--- config.mk ---
export PLATFORM = sky130hd
export DESIGN_NAME = alu_core
export DESIGN_NICKNAME = d
export VERILOG_FILES = /design/src/rtl/alu_pkg.sv /design/src/rtl/alu_cla_group.sv /design/src/rtl/alu_cla_adder.sv /design/src/rtl/alu_flags.sv /design/src/rtl/alu_core.sv
export SDC_FILE = /design/constraint.sdc
export NUM_CORES = 1
export LEC_CHECK = 0
export ABC_AREA = 1
export BUFFER_PORTS_ARGS = -buffer_cell sky130_fd_sc_hd__buf_2
export CORE_ASPECT_RATIO = 1.1
export CORE_MARGIN = 4
export CORE_UTILIZATION = 48
export DETAILED_ROUTE_END_ITERATION = 10
export PLACE_DENSITY_LB_ADDON = 0.15
export SYNTH_ARGS = -nofsm -noshare
export SYNTH_HDL_FRONTEND = slang
export SYNTH_SLANG_ARGS = --single-unit
--- constraint.sdc ---
create_clock -name vclk -period 2.2
set_input_delay 0.22 -clock vclk [all_inputs]
set_output_delay 0.22 -clock vclk [all_outputs]
set_load 0.01 [all_outputs]
--- src/rtl/alu_pkg.sv ---
package alu_pkg;
  typedef enum logic [1:0] {
    OP_AND = 2'b00,
    OP_OR  = 2'b01,
    OP_ADD = 2'b10,
    OP_SUB = 2'b11
  } alu_op_e;

  localparam int unsigned GRP_BITS = 4;
endpackage

--- src/rtl/alu_cla_group.sv ---
module alu_cla_group (
  input  logic [3:0] a_i,
  input  logic [3:0] b_i,
  input  logic       cin_i,
  output logic [3:0] sum_o,
  output logic [3:0] cout_o,   // cout_o[k] is the carry out of bit k
  output logic       grp_gen_o,
  output logic       grp_prop_o
);
  logic [3:0] g, p;

  assign g = a_i & b_i;
  assign p = a_i ^ b_i;

  // Every carry is expanded directly from g/p and the group carry-in.
  assign cout_o[0] = g[0] | (p[0] & cin_i);
  assign cout_o[1] = g[1] | (p[1] & g[0]) | (p[1] & p[0] & cin_i);
  assign cout_o[2] = g[2] | (p[2] & g[1]) | (p[2] & p[1] & g[0])
                   | (p[2] & p[1] & p[0] & cin_i);
  assign cout_o[3] = g[3] | (p[3] & g[2]) | (p[3] & p[2] & g[1])
                   | (p[3] & p[2] & p[1] & g[0])
                   | (p[3] & p[2] & p[1] & p[0] & cin_i);

  assign sum_o = p ^ {cout_o[2:0], cin_i};

  assign grp_gen_o  = g[3] | (p[3] & g[2]) | (p[3] & p[2] & g[1])
                    | (p[3] & p[2] & p[1] & g[0]);
  assign grp_prop_o = &p;
endmodule

--- src/rtl/alu_cla_adder.sv ---
module alu_cla_adder #(
  parameter int unsigned W = 8
) (
  input  logic [W-1:0] a_i,
  input  logic [W-1:0] b_i,
  input  logic         cin_i,
  output logic [W-1:0] sum_o,
  output logic         cout_o,
  output logic         cmsb_o   // carry into bit W-1
);
  localparam int unsigned NGRP = (W + alu_pkg::GRP_BITS - 1) / alu_pkg::GRP_BITS;
  localparam int unsigned PW   = NGRP * alu_pkg::GRP_BITS;

  logic [PW-1:0] a_pad, b_pad, sum_pad;
  logic [PW:0]   c_all;
  logic [NGRP-1:0] gg, gp;
  logic [NGRP:0]   gc;

  assign a_pad = PW'(a_i);
  assign b_pad = PW'(b_i);
  assign c_all[0] = cin_i;

  // Second lookahead level: carry into each group from group G/P terms.
  always_comb begin
    logic acc, term;
    gc[0] = cin_i;
    for (int j = 1; j <= int'(NGRP); j++) begin
      acc = 1'b0;
      for (int k = 0; k < j; k++) begin
        term = gg[k];
        for (int m = k + 1; m < j; m++) term = term & gp[m];
        acc = acc | term;
      end
      term = cin_i;
      for (int m = 0; m < j; m++) term = term & gp[m];
      gc[j] = acc | term;
    end
  end

  for (genvar j = 0; j < NGRP; j++) begin : g_grp
    alu_cla_group u_grp (
      .a_i       (a_pad[4*j +: 4]),
      .b_i       (b_pad[4*j +: 4]),
      .cin_i     (gc[j]),
      .sum_o     (sum_pad[4*j +: 4]),
      .cout_o    (c_all[4*j+1 +: 4]),
      .grp_gen_o (gg[j]),
      .grp_prop_o(gp[j])
    );
  end

  assign sum_o  = sum_pad[W-1:0];
  assign cout_o = c_all[W];
  assign cmsb_o = c_all[W-1];

  // The group-level lookahead must agree with each group's own last carry.
  always_comb begin
    for (int j = 1; j <= int'(NGRP); j++) begin
      AST_GROUP_CARRY: assert (gc[j] == c_all[4*j]);
    end
  end
endmodule

--- src/rtl/alu_flags.sv ---
module alu_flags #(
  parameter int unsigned W = 8
) (
  input  logic [W-1:0] res_i,
  input  logic         arith_i,
  input  logic         cout_i,
  input  logic         cmsb_i,
  output logic         zero_o,
  output logic         neg_o,
  output logic         carry_o,
  output logic         ovf_o
);
  assign zero_o  = ~|res_i;
  assign neg_o   = res_i[W-1];
  assign carry_o = arith_i & cout_i;
  assign ovf_o   = arith_i & (cmsb_i ^ cout_i);
endmodule

--- src/rtl/alu_core.sv ---
module alu_core #(
  parameter int unsigned W = 8
) (
  input  logic [W-1:0] opa_i,
  input  logic [W-1:0] opb_i,
  input  logic [1:0]   op_sel_i,
  output logic [W-1:0] result_o,
  output logic         zero_o,
  output logic         neg_o,
  output logic         carry_o,
  output logic         ovf_o
);
  import alu_pkg::*;

  alu_op_e      op;
  logic         sub_en, arith_en;
  logic [W-1:0] b_eff, sum, res;
  logic         cout, cmsb;

  assign op       = alu_op_e'(op_sel_i);
  assign sub_en   = (op == OP_SUB);
  assign arith_en = (op == OP_ADD) || (op == OP_SUB);
  assign b_eff    = opb_i ^ {W{sub_en}};

  alu_cla_adder #(.W(W)) u_add (
    .a_i   (opa_i),
    .b_i   (b_eff),
    .cin_i (sub_en),
    .sum_o (sum),
    .cout_o(cout),
    .cmsb_o(cmsb)
  );

  always_comb begin
    unique case (op)
      OP_AND:  res = opa_i & opb_i;
      OP_OR:   res = opa_i | opb_i;
      default: res = sum;
    endcase
  end

  assign result_o = res;

  alu_flags #(.W(W)) u_flags (
    .res_i  (res),
    .arith_i(arith_en),
    .cout_i (cout),
    .cmsb_i (cmsb),
    .zero_o (zero_o),
    .neg_o  (neg_o),
    .carry_o(carry_o),
    .ovf_o  (ovf_o)
  );

  always_comb begin
    AST_ZERO_FLAG: assert (zero_o == (result_o == '0));
    AST_NEG_MSB: assert (neg_o == result_o[W-1]);
    if (op == OP_ADD) begin
      AST_ADD_SUM: assert (result_o == W'(opa_i + opb_i));
    end
    if (op == OP_SUB) begin
      AST_SUB_DIFF: assert (result_o == W'(opa_i - opb_i));
      AST_SUB_BORROW: assert (carry_o == (opa_i >= opb_i));
    end
    if (!arith_en) begin
      AST_LOGIC_NO_FLAGS: assert (!carry_o && !ovf_o);
    end
  end
endmodule

# Word level (Yosys, flattened, before mapping)
# Cells that the tools add are included.
# word_totals
elab_cells,72
input_bits,18
reg_bits,0
output_inout_bits,12
# op_classes
n_reduce_logical,5
n_mux,1
n_eq_ne,3
bitwise_logic,63
# ops
operator,count
bitwise AND 1 bit,33
OR 1 bit,20
case mux 8 bit (2 select lines),1
XOR 4 bit,4
bitwise AND 4 bit,2
bitwise AND 8 bit,1
OR 8 bit,1
OR reduction 8 bit,1
XOR 8 bit,1
equality test 2 bit (second input constant),2
AND reduction 4 bit,1
equality test 2 x 1 -> 1 bit (second input constant),1
zero test 2 bit,1
zero test 1 bit,1
logical OR 1 bit,1
XOR 1 bit,1

# Logic depth before layout (Yosys ltp)
# logic_depth
ltp_word,14
ltp_mapped,21
mapped_depth_nobuf,21

# Cells and area by module
# A second synthesis with hierarchy kept.
# hier_totals
cells_unflattened,170
hier_area_um2,885.8
# by_module_without_submodules
module,instances,area_per_inst_um2,cells_each,seq_area_each_um2
alu_cla_group,2,210.2,33,0.0
alu_core,1,397.9,87,0.0
alu_flags,1,56.3,14,0.0
alu_cla_adder,1,11.3,3,0.0

# Worst setup path before layout
# No wires, ideal clock.
# synth_path
path_type,input -> output
startpoint,in op_sel_i[1]
endpoint,out zero_o
path_slack_ns,-0.398
t_arrival_ns,2.378
path_stages,18
n_path_buf,0
path_cell_list,nand2_4 > nand2_1 > nand2_1 > inv_1 > ha_1 > nand2_1 > nor2_1 > nand2_1 > nand3_2 > inv_1 > fa_1 > or2_1 > nand3_1 > nor3_1 > nand3_1 > nor2_1 > nand2_1 > nor2_1
# synth_via
word_cells_on_any_way,54
classes_between,2 x eq/ne; 1 x mux; 47 x bitwise; 4 x reduce/logical
# synth_lines
element,line,rtl
"start, declared",alu_core.sv:6,"input logic [1:0] op_sel_i,"
equality test 2 bit,n/a,
XOR 8 bit,alu_core.sv:23,assign b_eff = opb_i ^ {W{sub_en}};
XOR 4 bit / bitwise AND 4 bit (equally long branches),"alu_cla_group.sv:13, alu_cla_group.sv:12",
bitwise AND 1 bit (on tied branches),"alu_cla_group.sv:26, alu_cla_group.sv:27",
OR 1 bit (tied with other cells),alu_cla_group.sv:26,assign grp_gen_o = g[3] | (p[3] & g[2]) | (p[3] & p[2] & g[1])
OR 1 bit / bitwise AND 1 bit (equally long branches),"alu_cla_group.sv:26, alu_cla_group.sv:27",
OR 1 bit,alu_cla_group.sv:27,| (p[3] & p[2] & p[1] & g[0]);
OR 1 bit,alu_cla_adder.sv:36,gc[j] = acc | term;
XOR 4 bit,alu_cla_group.sv:24,"assign sum_o = p ^ {cout_o[2:0], cin_i};"
case mux 8 bit (2 select lines) (*),alu_core.sv:35,unique case (op)
via result_o[4],alu_core.sv:7,"output logic [W-1:0] result_o,"
OR reduction 8 bit (*),alu_flags.sv:13,assign zero_o = ~|res_i;
zero test 1 bit (*),alu_flags.sv:13,
"end, declared",alu_core.sv:8,"output logic zero_o,"
# Mark *: on every way through the listed nets, which the timed path passes. The rest lies on a longest branch.

# Worst setup path after layout
# layout_path
startpoint,in op_sel_i[1]
endpoint,out zero_o
# layout_via
elab_chain_cells,14
word_cells_on_any_way,54
classes_between,2 x eq/ne; 1 x mux; 47 x bitwise; 4 x reduce/logical
# layout_rtl
element,line
equality test 2 bit,n/a
XOR 8 bit,alu_core.sv:23
XOR 4 bit / bitwise AND 4 bit (equally long branches),"alu_cla_group.sv:13, alu_cla_group.sv:12"
bitwise AND 1 bit (on tied branches),"alu_cla_group.sv:26, alu_cla_group.sv:27"
OR 1 bit (tied with other cells),alu_cla_group.sv:26
OR 1 bit / bitwise AND 1 bit (equally long branches),"alu_cla_group.sv:26, alu_cla_group.sv:27"
OR 1 bit,alu_cla_group.sv:27
OR 1 bit,alu_cla_adder.sv:36
bitwise AND 1 bit (on tied branches),"alu_cla_group.sv:16, alu_cla_group.sv:17, alu_cla_group.sv:19"
OR 1 bit (on tied branches),"alu_cla_group.sv:16, alu_cla_group.sv:17, alu_cla_group.sv:19"
XOR 4 bit,alu_cla_group.sv:24
case mux 8 bit (2 select lines) (*),alu_core.sv:35
OR reduction 8 bit (*),alu_flags.sv:13
zero test 1 bit (*),alu_flags.sv:13
# Mark *: on every way between the ends. The rest lies on a longest branch, timed or not.

==> impl_metrics.tcl <==
set metrics [dict create \
    synth_largest_type_area_fraction_pct 18.2 \
    timing.hold.worst.start "opb_i[7]" \
    detailedPlace.worstSlack_ns -0.676 \
    die_width_um 46.5 \
    final_design_area_no_fill_um2 1350 \
    worstPathBufferInverterCount 3 \
    seq_cells 0 \
    detail_route.wl_per_cell_um 14.0 \
    via_count_of_the_first_global_routing_pass 1070 \
    number_of_max_cap_violations 0 \
    start_util_pct 50.3 \
    power_density_nw_per_um2 364 \
    critPathLaunch "op_sel_i[1]" \
    layout.cells.most_common "sky130_fd_sc_hd__nand2_1" \
    cp_slowest_stage_delay_ns 0.51 \
    finalCriticalPeriod_ns 2.85 \
    path_class_of_the_lowest_slack_min_delay_path "in2out" \
    number_of_library_cell_types_mapped_by_synthesis 25 \
    setup_tns_ns -1.68 \
    layoutNonFillerInstCount 218 \
    ioPinCount 30 \
    multi_input_area_um2 811 \
    layout_common_cells "sky130_fd_sc_hd__nand2_1 (32), sky130_fd_sc_hd__buf_2 (27), sky130_fd_sc_hd__buf_4 (27)" \
    postRouteWirelength_um 3060 \
    gr-usage-all-layers_pct 24.1 \
    final_max_slew_viol_count 0 \
    final_critical_path_setup_slack_ns -0.653 \
    critical_path.slowest_cell "sky130_fd_sc_hd__fa_2" \
    area_of_the_mapped_netlist_um2 783 \
    drtIter0Drc 31 \
    detailedPlacementHpwl_um 1990 \
    sequential_fraction_of_the_synthesis_area_pct 0 \
    drt_first_pass_iters 4 \
    synthTopCellsByArea "sky130_fd_sc_hd__nand2_1 (18%), sky130_fd_sc_hd__ha_1 (16%), sky130_fd_sc_hd__inv_1 (12%)" \
    critical_path_peak_fanout 6 \
    path_cells "buf_8 -> nand2_8 -> xnor2_2 -> ha_1 -> nand2_2 -> nor2_1 -> nand2_1 -> nand3_2 -> inv_2 -> fa_2 -> or2_1 -> nand3_2 -> nor3_2 -> nand3_1 -> nor2_1 -> nand2_1 -> nor2_2 -> buf_2" \
    seq_area_um2 0 \
    relSlewSlack_pct 74.0 \
    antenna_found_initial 0 \
    grt_start_max_net_pins 11 \
    yosys_warnings 0 \
    fp.dieH_um 50.4 \
    remaining_drc_errors 0 \
    fin_util_pct 86.4 \
    fin_crit_sh_pct 130 \
    n_fill_cell 101 \
    fp.coreArea_um2 1560 \
    synth.avg_cell_area_um2 5.48 \
    power.static_leakage_nw 0.769 \
    worst_ir_drop_vdd_mv 0.198 \
    setup_violations 7 \
    clock.fmax_mhz 351 \
    critical_path.startpoint_type "input port" \
    crit_required_ns 1.98 \
    number_of_buffer_cells_added_on_primary_ports 30 \
    grt_setup_unrepaired "true" \
    route.detailed.vias_per_inst 5.49 \
    grt_overflow 0 \
    flow.area_growth_from_synthesis_pct 71.9 \
    cp-end-kind "output port" \
    outcome "finished, violations left" \
    power.total_mw 0.490 \
    antenna-diode-count 0 \
    grt_pass1_wl_um 4380 \
    post-synth-top-area-cell "sky130_fd_sc_hd__nand2_1" \
    critical-path-top-delay-family "simple AND/OR/NAND/NOR gates" \
    tightestPinTransition_ns 0.389 \
    globalplace.congestion 0.846 \
    antenna_violating_nets_post_route 0 \
    hold_viol 0 \
    mappedNetlistNets 172 \
    worst_ep_arrival_time_ns 2.63 \
    route.vias.total 1196 \
    finalNetCount 232 \
    fin_hold_ws_ns 0.839 \
    violations "negative setup slack" \
    synth_cells 143 \
    placed_cell_area_um2 1140 \
    rows 15 \
    design.die.area_um2 2340 \
    placedCellCount 213 \
    fraction_of_layout_instances_using_a_drive_strength_above_1_pct 47.3 \
    timing.setup.critical_path_class "in2out" \
    clock_buffer_count 0 \
]
==> area by class of cell <==
type	instances	area share [%]
inverters	27	7.53
repair buffers	60	30.7
multi-input cells	114	60.2
well taps	17	1.58
==> power by group <==
part	internal (mW)	switching, mW	total (mW)
registers	0	0	0
clock network	0	0	0
logic	0.234	0.256	0.490
==> cell usage after synthesis, types with 2 or more instances <==
library cell,instances
sky130_fd_sc_hd__o21ai_0,2
sky130_fd_sc_hd__nand2_1,38
sky130_fd_sc_hd__nand3_2,3
sky130_fd_sc_hd__xor2_1,2
sky130_fd_sc_hd__nor2_1,13
sky130_fd_sc_hd__nor3_1,2
sky130_fd_sc_hd__inv_2,2
sky130_fd_sc_hd__a21oi_1,7
sky130_fd_sc_hd__inv_1,25
sky130_fd_sc_hd__xnor2_1,5
sky130_fd_sc_hd__nand3_1,17
sky130_fd_sc_hd__a31oi_1,3
sky130_fd_sc_hd__nand3b_1,2
sky130_fd_sc_hd__o21ai_1,2
sky130_fd_sc_hd__ha_1,10
==> logic make-up (layout without fill, tap and decap cells) <==
| kind of cell | Yosys count | after routing | synth area share [%] |
|---|---|---|---|
| AOI/OAI and AO/OA | 16 | 16 | 11.3 |
| xor gates and xnor gates | 7 | 7 | 7.83 |
| adders and majority gates | 11 | 11 | 18.5 |
| buffers and inverters | 29 | 87 | 15.3 |
| and+or+nand+nor | 80 | 80 | 47.0 |
==> layer usage <==
| layer | vias to the layer above | global-route usage, % | part of all wire (%) |
|---|---|---|---|
| met2 | 64 | 43.8 | 48 |
| li1 | 576 | - | - |
| met1 | 542 | 30.8 | 40 |
| met4 | 0 | 2.84 | 4.0 |
| met5 | - | 0 | 0 |
| met3 | 14 | 1.08 | 7.9 |
==> timing repair <==
| item | 4_1_cts | 5_1_grt |
|---|---|---|
| hold buffers | 0 | 0 |
| pin swaps | 10 | 8 |
| hold endpoints to repair | 0 | 0 |
| setup buffers | 7 | 1 |
| gates resized for setup | 17 | 22 |
| setup endpoints to repair | 6 | 8 |
==> path summary, 6_finish.rpt <==
check             endpoint  slack [ns]  depth (start not counted)
hold / removal       neg_o        0.84                          4
setup / recovery    zero_o       -0.65                         18
No activity file was read; power rests on OpenSTA's default activity.
